## config.mk

```make
export PLATFORM = sky130hd
export DESIGN_NAME = ntt_stage
export DESIGN_NICKNAME = d
export VERILOG_FILES = /design/src/rtl/ntt_stage_pkg.sv /design/src/rtl/ntt_twiddle_rom.sv /design/src/rtl/ntt_butterfly.sv /design/src/rtl/ntt_shuffle.sv /design/src/rtl/ntt_stage.sv
export SDC_FILE = /design/constraint.sdc
export NUM_CORES = 1
export LEC_CHECK = 0
export ABC_AREA = 1
export BUFFER_PORTS_ARGS = -buffer_cell sky130_fd_sc_hd__buf_2
export CAP_MARGIN = 20
export CELL_PAD_IN_SITES_DETAIL_PLACEMENT = 1
export CELL_PAD_IN_SITES_GLOBAL_PLACEMENT = 1
export CORE_UTILIZATION = 41
export CTS_CLUSTER_DIAMETER = 120
export CTS_CLUSTER_SIZE = 25
export DETAILED_ROUTE_END_ITERATION = 10
export GPL_TIMING_DRIVEN = 1
export PLACE_DENSITY = 0.81
export SYNTH_ARGS = -nofsm -noshare
export SYNTH_HDL_FRONTEND = slang
export SYNTH_SLANG_ARGS = --single-unit
```

## constraint.sdc

```tcl
create_clock -name clk -period 2.1 [get_ports clk]
set_input_delay 0.315 -clock clk [delete_from_list [all_inputs] [get_ports clk]]
set_output_delay 0.315 -clock clk [all_outputs]
set_load 0.02 [all_outputs]
```

## src/rtl/ntt_stage_pkg.sv

```systemverilog
package ntt_stage_pkg;

  // base^e mod m, evaluated at elaboration to fill the twiddle table
  function automatic longint unsigned pow_mod(longint unsigned base,
                                              longint unsigned e,
                                              longint unsigned m);
    longint unsigned acc;
    longint unsigned b;
    acc = 1 % m;
    b   = base % m;
    for (longint unsigned j = 0; j < e; j++) begin
      acc = (acc * b) % m;
    end
    return acc;
  endfunction

endpackage

```

## src/rtl/ntt_twiddle_rom.sv

```systemverilog
module ntt_twiddle_rom #(
  parameter int N     = 8,
  parameter int STAGE = 0,
  parameter int Q     = 17,
  parameter int ROOT  = 2,
  parameter int W     = 5,
  parameter int IDX_W = 1
) (
  input  logic [IDX_W-1:0] idx,
  output logic [W-1:0]     tw
);
  localparam int DEPTH = 1 << STAGE;
  localparam int STEP  = N >> (STAGE + 1);

  logic [W-1:0] table_q [DEPTH];

  for (genvar i = 0; i < DEPTH; i++) begin : g_entry
    localparam longint unsigned VAL =
      ntt_stage_pkg::pow_mod(longint'(ROOT), longint'(i * STEP), longint'(Q));
    assign table_q[i] = W'(VAL);
  end

  if (STAGE == 0) begin : g_single
    logic unused_idx;
    assign unused_idx = ^idx;
    assign tw = table_q[0];
  end else begin : g_lookup
    assign tw = table_q[idx];
  end

endmodule

```

## src/rtl/ntt_butterfly.sv

```systemverilog
module ntt_butterfly #(
  parameter int Q = 17,
  parameter int W = 5
) (
  input  logic         clk,
  input  logic         rst_n,
  input  logic         in_valid,
  input  logic [W-1:0] in_x,
  input  logic [W-1:0] in_y,
  input  logic [W-1:0] tw,
  output logic         out_valid,
  output logic [W-1:0] out_u,
  output logic [W-1:0] out_v
);
  localparam logic [W:0]     QW  = (W + 1)'(Q);
  localparam logic [2*W-1:0] Q2W = (2 * W)'(Q);

  // stage 1: scale the second lane by the twiddle
  logic [2*W-1:0] mul_w;
  logic [W-1:0]   prod_d;
  logic           s1_valid_q;
  logic [W-1:0]   s1_x_q, s1_p_q;

  always_comb begin
    mul_w  = {{W{1'b0}}, tw} * {{W{1'b0}}, in_y};
    prod_d = W'(mul_w % Q2W);
  end

  always_ff @(posedge clk or negedge rst_n) begin
    if (!rst_n) begin
      s1_valid_q <= 1'b0;
      s1_x_q     <= '0;
      s1_p_q     <= '0;
    end else begin
      s1_valid_q <= in_valid;
      if (in_valid) begin
        s1_x_q <= in_x;
        s1_p_q <= prod_d;
      end
    end
  end

  // stage 2: modular sum and difference
  logic [W:0]   sum_w;
  logic [W-1:0] u_d, v_d;
  logic         s2_valid_q;
  logic [W-1:0] s2_u_q, s2_v_q;

  always_comb begin
    sum_w = {1'b0, s1_x_q} + {1'b0, s1_p_q};
    u_d   = (sum_w >= QW) ? W'(sum_w - QW) : W'(sum_w);
    if (s1_x_q >= s1_p_q) v_d = s1_x_q - s1_p_q;
    else                  v_d = W'({1'b0, s1_x_q} + QW - {1'b0, s1_p_q});
  end

  always_ff @(posedge clk or negedge rst_n) begin
    if (!rst_n) begin
      s2_valid_q <= 1'b0;
      s2_u_q     <= '0;
      s2_v_q     <= '0;
    end else begin
      s2_valid_q <= s1_valid_q;
      if (s1_valid_q) begin
        s2_u_q <= u_d;
        s2_v_q <= v_d;
      end
    end
  end

  assign out_valid = s2_valid_q;
  assign out_u     = s2_u_q;
  assign out_v     = s2_v_q;

  AST_BF_RANGE: assert property (@(posedge clk) disable iff (!rst_n)
    out_valid |-> (int'(out_u) < Q && int'(out_v) < Q));
  AST_BF_SUM_DIFF: assert property (@(posedge clk) disable iff (!rst_n)
    out_valid |-> ((int'(out_u) + int'(out_v)) % Q) == ((2 * int'($past(in_x, 2))) % Q));
  AST_BF_TWO_CYCLE: assert property (@(posedge clk) disable iff (!rst_n)
    in_valid |=> ##1 out_valid);

endmodule

```

## src/rtl/ntt_shuffle.sv

```systemverilog
module ntt_shuffle #(
  parameter int STAGE = 0,
  parameter int W     = 5
) (
  input  logic         clk,
  input  logic         rst_n,
  input  logic         in_valid,
  input  logic [W-1:0] in_u,
  input  logic [W-1:0] in_v,
  output logic         out_valid,
  output logic [W-1:0] out_x,
  output logic [W-1:0] out_y
);
  localparam int D     = 1 << STAGE;
  localparam int CNT_W = STAGE + 1;

  logic [W-1:0]     vdly_q [D];
  logic [W-1:0]     vdly_d [D];
  logic [W-1:0]     tdly_q [D];
  logic [W-1:0]     tdly_d [D];
  logic [CNT_W-1:0] step_q, step_d;
  logic             primed_q, primed_d;
  logic             ovalid_q, ovalid_d;
  logic [W-1:0]     ox_q, oy_q;
  logic             blk;
  logic [W-1:0]     top_w, bot_w;

  always_comb begin
    blk = step_q[STAGE];
    if (!blk) begin
      top_w = in_u;
      bot_w = vdly_q[D-1];
    end else begin
      top_w = vdly_q[D-1];
      bot_w = in_u;
    end
    vdly_d[0] = in_v;
    tdly_d[0] = top_w;
    for (int i = 1; i < D; i++) begin
      vdly_d[i] = vdly_q[i-1];
      tdly_d[i] = tdly_q[i-1];
    end
    step_d   = step_q + CNT_W'(1);
    primed_d = primed_q | (step_q == CNT_W'(D - 1));
    ovalid_d = in_valid & primed_q;
  end

  always_ff @(posedge clk or negedge rst_n) begin
    if (!rst_n) begin
      for (int i = 0; i < D; i++) begin
        vdly_q[i] <= '0;
        tdly_q[i] <= '0;
      end
      step_q   <= '0;
      primed_q <= 1'b0;
      ovalid_q <= 1'b0;
      ox_q     <= '0;
      oy_q     <= '0;
    end else begin
      ovalid_q <= ovalid_d;
      if (in_valid) begin
        for (int i = 0; i < D; i++) begin
          vdly_q[i] <= vdly_d[i];
          tdly_q[i] <= tdly_d[i];
        end
        step_q   <= step_d;
        primed_q <= primed_d;
      end
      if (ovalid_d) begin
        ox_q <= tdly_q[D-1];
        oy_q <= bot_w;
      end
    end
  end

  assign out_valid = ovalid_q;
  assign out_x     = ox_q;
  assign out_y     = oy_q;

  AST_SHF_ONLY_ON_STEP: assert property (@(posedge clk) disable iff (!rst_n)
    out_valid |-> $past(in_valid));
  AST_SHF_NOT_BEFORE_PRIMED: assert property (@(posedge clk) disable iff (!rst_n)
    (in_valid && !primed_q) |=> !out_valid);

endmodule

```

## src/rtl/ntt_stage.sv

```systemverilog
module ntt_stage #(
  parameter int N     = 8,
  parameter int STAGE = 0,
  parameter int Q     = 17,
  parameter int ROOT  = 2,
  parameter int W     = $clog2(Q)
) (
  input  logic         clk,
  input  logic         rst_n,
  input  logic         in_valid,
  input  logic [W-1:0] in_x,
  input  logic [W-1:0] in_y,
  output logic         out_valid,
  output logic [W-1:0] out_x,
  output logic [W-1:0] out_y
);
  localparam int IDX_W = (STAGE == 0) ? 1 : STAGE;

  logic [IDX_W-1:0] pair_idx_q, pair_idx_d;
  logic [W-1:0]     tw;
  logic             bf_valid;
  logic [W-1:0]     bf_u, bf_v;

  always_comb begin
    pair_idx_d = in_valid ? pair_idx_q + IDX_W'(1) : pair_idx_q;
  end

  always_ff @(posedge clk or negedge rst_n) begin
    if (!rst_n) pair_idx_q <= '0;
    else        pair_idx_q <= pair_idx_d;
  end

  ntt_twiddle_rom #(
    .N(N), .STAGE(STAGE), .Q(Q), .ROOT(ROOT), .W(W), .IDX_W(IDX_W)
  ) u_rom (
    .idx (pair_idx_q),
    .tw  (tw)
  );

  ntt_butterfly #(.Q(Q), .W(W)) u_bf (
    .clk       (clk),
    .rst_n     (rst_n),
    .in_valid  (in_valid),
    .in_x      (in_x),
    .in_y      (in_y),
    .tw        (tw),
    .out_valid (bf_valid),
    .out_u     (bf_u),
    .out_v     (bf_v)
  );

  ntt_shuffle #(.STAGE(STAGE), .W(W)) u_shf (
    .clk       (clk),
    .rst_n     (rst_n),
    .in_valid  (bf_valid),
    .in_u      (bf_u),
    .in_v      (bf_v),
    .out_valid (out_valid),
    .out_x     (out_x),
    .out_y     (out_y)
  );

  AST_TW_UNITY: assert property (@(posedge clk) disable iff (!rst_n)
    (in_valid && pair_idx_q == '0) |-> (int'(tw) == 1));
  AST_OUT_LATENCY: assert property (@(posedge clk) disable iff (!rst_n)
    out_valid |-> $past(in_valid, 3));

endmodule

```

Word-level counts from Yosys, hierarchy flattened:

Cells that the tools add are included.

* bitwise gates (word level): 3
* magnitude comparators: 2
* add/subtract/negate cells: 6
* div/mod/pow operators: 1
* muxes and demuxes: 4

Operators by type and width (count)
* $mux 5: 4
* $mod 5x5->10 const B: 1
* $sub 5x5->5: 2
* $add 5x5->6: 1
* $ge 6x5->1 const B: 1
* $add 5x5->5 const B: 1
* $ge 5x5->1: 1
* $sub 5x5->5 const B: 1
* $add 1x1->1 const B: 1
* $and 1x1->1: 1
* $not 1->1: 1
* $or 1x1->1: 1

* register bits after elaboration: 45
* logic and storage cells: 29

Logic depth before layout (Yosys ltp):

Gate-level depths: netlist of the first run.

* word-level depth: 3
* mapped depth: 16
* depth with buffers taken out: 16

Hierarchy:

Synthesis of the first run repeated with hierarchy kept, for this count alone.

* cells, all modules: 648
* area total of the unflattened synthesis: 4571.9 sq um

Modules (own cells, without submodules)
* ntt_butterfly: area each 3473.3 sq um, sequential area each 550.5 sq um, cells an instance 511, times used 1
* ntt_shuffle: area each 1009.7 sq um, sequential area each 575.6 sq um, cells an instance 124, times used 1
* ntt_twiddle_rom: area each 45.0 sq um, sequential area each 0.0 sq um, cells an instance 7, times used 1
* ntt_stage: area each 43.8 sq um, sequential area each 25.0 sq um, cells an instance 6, times used 1

Worst setup path after synthesis of the first run:

Ideal clock, no wire load.

* path type: reg-to-reg
* start: register u_bf.s1_p_q[0]
* end: register u_bf.s2_u_q[4] (netlist: u_bf.out_u[4])
* clock period less this slack: 2.051 ns
* setup time: 0.117 ns
* required time: 1.983 ns
* arrival time: 1.934 ns
* path buffers: 0
* cell stages (with the launch flop): 14
* setup slack: 0.049 ns
* cell sequence: dfrtp_1 ha_1 inv_1 fa_1 ha_1 inv_1 nor2_1 nand3_4 nand2_4 nand2_4 nand2_1 nand2_1 nand2_1 nand2_1

* cells in the longest elaborated chain, start to end: 3
* elaborated cells between the ends (all ways): 4
* those cells by class: add/sub: 2; order compare: 1; mux: 1

Ends and longest elaborated chain
* start, declared: line ntt_butterfly.sv:22 `logic [W-1:0] s1_x_q, s1_p_q;`
* start signal, assigned: line ntt_butterfly.sv:38 `s1_p_q <= prod_d;`
* $add 5x5->6 *: line ntt_butterfly.sv:50 `sum_w = {1'b0, s1_x_q} + {1'b0, s1_p_q};`
* $sub 5x5->5 / $ge 6x5->1 (equally long branches): line ntt_butterfly.sv:51 `u_d = (sum_w >= QW) ? W'(sum_w - QW) : W'(sum_w);`
* $mux 5 *: line ntt_butterfly.sv:51
* end signal, assigned: line ntt_butterfly.sv:64 `s2_u_q <= u_d;`
* end, declared: line ntt_butterfly.sv:47 `logic [W-1:0] s2_u_q, s2_v_q;`

Every way passes the cells marked *; elsewhere a longest branch is shown, timed or not.
A chain may end at the register's enable or synchronous reset.

Worst setup path after layout of the first run:

* start: register u_bf.s1_x_q[0]
* end: register u_bf.s2_u_q[1] (netlist: u_bf.out_u[1])

* cells in the longest elaborated chain, start to end: 3
* elaborated cells between the ends (all ways): 4
* those cells by class: add/sub: 2; order compare: 1; mux: 1

Ends and longest elaborated chain
* start, declared: line ntt_butterfly.sv:22
* start signal, assigned: line ntt_butterfly.sv:37 `s1_x_q <= in_x;`
* $add 5x5->6 *: line ntt_butterfly.sv:50
* $sub 5x5->5 / $ge 6x5->1 (equally long branches): line ntt_butterfly.sv:51
* $mux 5 *: line ntt_butterfly.sv:51

Marks and branches as above.

==> impl_metrics.py, run 1 <==
metrics = {
    "global_routing": {
        "grt_pass1_vias": 2193,
        "antenna_found_initial": 0,
        "grt_max_degree": 46,
        "track_usage_pct": 20.4,
        "grt.overflow.total": 0,
        "grt_pass1_wl_mm": 10.3,
    },
    "place": {
        "dpl_cell_area_mm2": 0.00293,
        "place_congestion": 0.827,
        "dpl.hpwl_mm": 4.46,
        "io_buffers": 23,
        "dp.cells": 414,
    },
    "logic_synthesis": {
        "synth-async-reset-ratio_pct": 100,
        "netlist_area_mm2": 0.00267,
        "synth_cell_type_count": 32,
        "synth_ff_type": "dfrtp_1",
        "synth_seq_area_share_pct": 42.1,
        "syn_nets": 347,
        "synth_area_per_cell_um2": 8.60,
        "netlist_instances": 311,
        "synth_edf_count": 0,
        "ys_seq_elements": 45,
        "yosys_warnings": 0,
    },
    "final_layout": {
        "mostFrequentLayoutCell": "nand2_1",
        "nets": 386,
        "stdcell_area_mm2": 0.00314,
        "regArea_mm2": 0.00113,
        "diodes": 0,
        "area_growth_pct": 17.4,
        "stdcell_count": 428,
        "final_cell_mix": "nand2_1, dfrtp_1, inv_1",
        "multiInputGateArea_mm2": 0.00137,
        "fillCellCount": 772,
        "layout-drive-gt1-share_pct": 24.8,
    },
    "sta": {
        "worst_pin_slew_ns": 0.622,
        "finClkSkew_ns": 0.00548,
        "finalCritPeriodShare_pct": 98.9,
        "fin_crit_ns": 2.08,
        "maxSlewHeadroom_pct": 58.5,
        "holdWs_ns": 0.0953,
        "final-max-slew-violation-count": 0,
        "rsz0062_at_grt": "true",
        "fmax_mhz": 481,
        "hold_viol": 0,
        "finalSetupViolCount": 0,
    },
    "cts": {
        "cts_buffers": 5,
        "cts_tree": "done",
        "cts_root_buf": "clkbuf_8",
        "insertion_delay_ns": 0.30,
        "cts.sink_count": 45,
        "cts.clk_slew.worst_paths_ns": 0.09,
        "cts_max_level": 2,
        "cts_hold_buf": 0,
        "cts_buffer_depth": 2,
    },
    "die": {
        "start_util_pct": 42.4,
        "die_x_um": 82.8,
        "die_h_um": 82.8,
        "rows": 29,
        "core_mm2": 0.00631,
        "die_area_mm2": 0.00685,
        "ios": 24,
    },
    "route": {
        "antenna_left": 0,
        "wl_mm": 5.97,
        "drc": 0,
        "drt_pass1_iterations": 4,
        "drt_iter0_drc": 43,
        "post_drt_wl_per_cell_um": 13.9,
        "avgViaCountPerCell": 4.95,
        "num_vias": 2119,
    },
    "critical_path": {
        "end_kind": "flop",
        "crit_type": "flop to flop",
        "cpMostUsedCell": "ha_2",
        "ff2ff_path_depth": 10,
        "rr_startpoint": "u_bf.s1_x_q[0]",
        "critPathMaxStageDelay_ns": 0.58,
        "critPathLaunchType": "flop",
        "cp_data_arrival_time_ns": 2.27,
        "crit_required_ns": 2.29,
        "worst_path_max_delay_cell": "fa_2",
        "startpoint": "u_bf.s1_x_q[0]",
        "crit_chain": "ha_2 -> inv_2 -> fa_2 -> ha_2 -> nor2_4 -> nand3_4 -> nand2_4 -> buf_4 -> a21oi_1 -> o21ai_1",
        "worstPathMaxFanout": 6,
    },
    "power": {
        "total_power_uw": 3270,
        "total_leakage_power_uw": 0.00158,
        "cellPowerDensity_mw_per_mm2": 1040,
        "ir_drop_mv": 0.552,
    },
    "hold_path": {
        "min_path_type": "input pin to async pin",
    },
    "flow_run": {
        "maxCapViolCount": 0,
    },
    "status": {
        "status": "completed",
    },
}
-- synthesized netlist by cell type, drive strengths merged, types with 5 or more instances --
cell	count	area, µm²
o21ai	34	170
clkbuf	5	18.8
fa	5	100
ha	18	225
nand2	93	419
nand3	13	90.1
inv	44	168
o211ai	7	57.6
dfrtp	45	1130
xor2	6	52.6
nor2	13	56.3
a21oi	11	66.3
-- per-stage QoR --
step	worst slack, ns	setup TNS [ns]	utilization, %
floorplan	0.0491	0	-
detailed placement	-0.0839	-0.222	46.4
finish	0.0223	0	49.7
CTS	-0.0208	-0.0208	49.4
global placement	0.0427	0	46.4
global route	-0.0796	-0.315	49.7
-- state kept, by name, summed over array words and instances (netlist names), 5 cells and up --
signal        count
u_bf.out_u        5
u_bf.out_v        5
u_bf.s1_p_q       5
u_bf.s1_x_q       5
u_shf.out_x       5
u_shf.out_y       5
u_shf.tdly_q      5
u_shf.vdly_q      5
-- layer usage --
layer | GRT usage, % | up-vias | wire length, µm
met5 | 0 | - | 0
met4 | 6.03 | 0 | 82
met3 | 2.97 | 8 | 130
met2 | 39.3 | 30 | 3260
met1 | 22.9 | 1022 | 2500
li1 | - | 1059 | -
-- report_power, final --
group	leakage [µW]	internal (µW)	switching, µW	total [µW]
Clock	0.0000574	387	311	698
Sequential	0.000547	1120	181	1300
Combinational	0.000973	498	776	1270
-- path summary, 6_finish.rpt --
check / to / slack, ns
worst max register to register: u_bf.out_u[1] / 0.02
worst min register to register: u_shf.out_y[1] / 0.48
worst max-delay path: u_bf.out_u[1] / 0.02
worst min-delay path: u_shf.blk / 0.1
min in group clk: u_bf.s1_x_q[2] / 0.21
max in group asynchronous: u_bf.out_v[0] / 1.63
-- critical path, delay by kind of cell (launching register included) --
family | cells | cell delay [ns]
adders and majority gates | 3 | 0.98
and+or+nand+nor | 3 | 0.19
buffers and inverters | 2 | 0.19
DFF | 1 | 0.37
AOI/OAI and AO/OA | 2 | 0.24
-- kinds of logic (layout without fill, tap and decap cells) --
kind of cell / after synthesis / count (layout) / share of synthesized area [%]
and+or+nand+nor: 123 / 123 / 22.1
AOI/OAI and AO/OA: 56 / 56 / 12.2
buffers and inverters: 54 / 94 / 8.10
DFF: 45 / 45 / 42.1
adders and majority gates: 23 / 23 / 12.2
xor gates and xnor gates: 10 / 10 / 3.28
-- what timing repair did --
item	in CTS	in global routing
endpoints found under the setup margin	6	9
cloned	0	0
setup buffers	5	1
pin swaps	7	9
resized for setup	12	6
-- layout make-up --
type                       instances  area share, %
timing repair buffer              41           7.97
sequential                        45           35.9
multi-input combinational        212           43.7
tap                               77           3.07
clock buffer                       6           2.63
inverter                          45           5.54
clock inverter                     2           1.20
No activity file was read; power rests on OpenSTA's default activity.
==> inputs of run 2 (changes only) <==
- PLACE_DENSITY: 0.81 -> 0.82
- SYNTH_HIERARCHICAL: not set -> 1
==> run 2 against run 1 <==
  * The flow now finishes with violations (DRC, setup timing)
  * Non-clock buffer count grew 39
  * First-iteration DRC count rose by 150%
  * Global-route usage grew 2.1 points
  * Sequential cell count is the same
  * Wire length increased by 97%
  * Via count rose by 98%
  * Setup slack worse by 0.93 ns
  * Core utilization is 0.56 points higher
  * Synthesized area increased by 69%
  * Die area rose by 67%
  * Synthesized cell count grew 110%
  * Hold slack improved by 0.11 ns
  * Highest routed layer unchanged
==> impl_metrics.py, run 2 <==
metrics = {
    "status": {
        "status": "complete, but fails checks",
        "violations": "DRC, setup timing",
    },
    "final_layout": {
        "regArea_mm2": 0.00113,
        "diodes": 0,
        "fin_util_pct": 50.3,
        "nets": 783,
        "fillCellCount": 1403,
        "mostFrequentLayoutCell": "nand2_1",
        "area_growth_pct": 19.8,
        "layout-drive-gt1-share_pct": 24.8,
        "multiInputGateArea_mm2": 0.00303,
        "final_cell_mix": "nand2_1, inv_1, buf_4",
    },
    "sta": {
        "finClkSkew_ns": 0.00689,
        "hold_viol": 0,
        "fin_crit_ns": 3.01,
        "finalCritPeriodShare_pct": 143,
        "holdWs_ns": 0.210,
        "fin_ws_ns": -0.909,
        "final-max-slew-violation-count": 0,
        "fin_tns_setup_ns": -6.13,
        "rsz0062_at_grt": "true",
        "fmax_mhz": 332,
        "finalSetupViolCount": 10,
    },
    "route": {
        "avgViaCountPerCell": 4.88,
        "drt_pass1_iterations": 7,
        "num_vias": 4189,
        "post_drt_wl_per_cell_um": 13.7,
        "antenna_left": 0,
        "drc": 2,
        "drt_iter0_drc": 106,
        "wl_mm": 11.8,
    },
    "flow_run": {
        "maxCapViolCount": 0,
    },
    "cts": {
        "cts_max_level": 2,
        "cts_buffers": 5,
        "insertion_delay_ns": 0.31,
        "cts_tree": "done",
        "cts_buffer_depth": 2,
        "cts.sink_count": 45,
        "cts.clk_slew.worst_paths_ns": 0.09,
        "cts_root_buf": "clkbuf_8",
    },
    "die": {
        "core_mm2": 0.0108,
        "die_x_um": 107,
        "ios": 24,
        "die_area_mm2": 0.0115,
        "die_h_um": 107,
        "rows": 38,
        "start_util_pct": 42.0,
    },
    "global_routing": {
        "grt_pass1_vias": 4660,
        "grt_max_degree": 18,
        "antenna_found_initial": 0,
        "grt_pass1_wl_mm": 20.7,
        "grt.overflow.total": 0,
        "track_usage_pct": 22.5,
    },
    "critical_path": {
        "path_delay_family": "adder cells",
        "critPathMaxStageDelay_ns": 0.52,
        "crit_chain": "buf_8 -> nand2_4 -> fa_1 -> fa_1 -> fa_1 -> inv_2 -> ha_4 -> xnor2_2 -> nand3_2 -> nand2_2 -> nand3_2 -> nand2_2 -> o2bb2ai_2 -> xor2_1 -> inv_2 -> nand2_4 -> nand2_4 -> nand2_1 -> nand2_1 -> nand2_1 -> nand2_1",
        "end_kind": "flop",
        "crit_required_ns": 2.36,
        "cpMostUsedCell": "nand2_1",
        "crit_type": "input pin to flop",
        "worstPathMaxFanout": 5,
        "cp_data_arrival_time_ns": 3.27,
        "worst-path-buf-inv": 3,
        "worst_path_max_delay_cell": "fa_1",
        "critPathLaunchType": "input pin",
        "reg2reg_slack_ns": -0.44,
    },
    "place": {
        "place_ws_ns": -1.28,
        "io_buffers": 23,
        "place_congestion": 0.819,
        "dpl.hpwl_mm": 9.54,
    },
    "logic_synthesis": {
        "netlist_instances": 642,
        "netlist_area_mm2": 0.00453,
        "synth_area_per_cell_um2": 7.05,
        "yosys_warnings": 6,
    },
    "hold_path": {
        "min_path_type": "input pin to flop",
    },
}
==> run 2: worst register-to-register path, cell delays in order, from the launching register on <==
cell,delay [ns]
dfrtp_1,0.42
ha_2,0.21
fa_2,0.37
a21oi_2,0.15
o21bai_1,0.08
xor2_1,0.20
inv_1,0.10
a311oi_2,0.33
nand2_2,0.16
nand2_2,0.11
nor3_1,0.05
xor2_1,0.14
nand2_1,0.06
nand2_1,0.05
==> run 2: timing repair <==
action | 4_1_cts | 5_1_grt
resized for setup | 19 | 15
setup buffers | 5 | 3
hold buffers | 1 | 0
endpoints found under the setup margin | 13 | 13
pin swaps | 13 | 10
hold endpoints to repair | 14 | 0
==> run 2: metal layers <==
| layer | track usage (%) | routed length, µm |
|---|---|---|
| met1 | 24.3 | 4790 |
| met2 | 44.9 | 6550 |
| met3 | 1.95 | 154 |
| met4 | 7.93 | 281 |
| met5 | 0 | 0 |
==> run 2: area by class of cell <==
type                       count  area share (%)
multi-input combinational    466            55.8
sequential                    45            20.8
timing repair buffer          80            10.2
inverter                     119            8.23
tap                          140            3.23
clock buffer                   5            1.27
clock inverter                 3           0.461
==> run 2: through the flow <==
| step | instances | cell area, µm² |
|---|---|---|
| floorplan | 645 | 4590 |
| global placement | 843 | 5150 |
| detailed placement | 843 | 5150 |
| CTS | 856 | 5360 |
| global route | 858 | 5430 |
| finish | 858 | 5430 |
==> run 2: path summary, 6_finish.rpt <==
check,start,to,depth (start not counted)
worst max-delay path,in_y[4],u_bf/s1_p_q[3],21
worst min-delay path,in_x[1],u_bf/s1_x_q[1],3
worst max register to register,u_bf/s1_x_q[0],u_bf/out_u[3],13
worst min register to register,u_shf/out_x[1],u_shf/out_x[1],2
max in group asynchronous,rst_n,u_shf/tdly_q[4],3
min in group asynchronous,rst_n,u_bf/out_u[0],2
Power of run 2 is left out: the tool's default activity adds up to more than one toggle a clock period on the data nets, which glitch-free logic cannot reach.
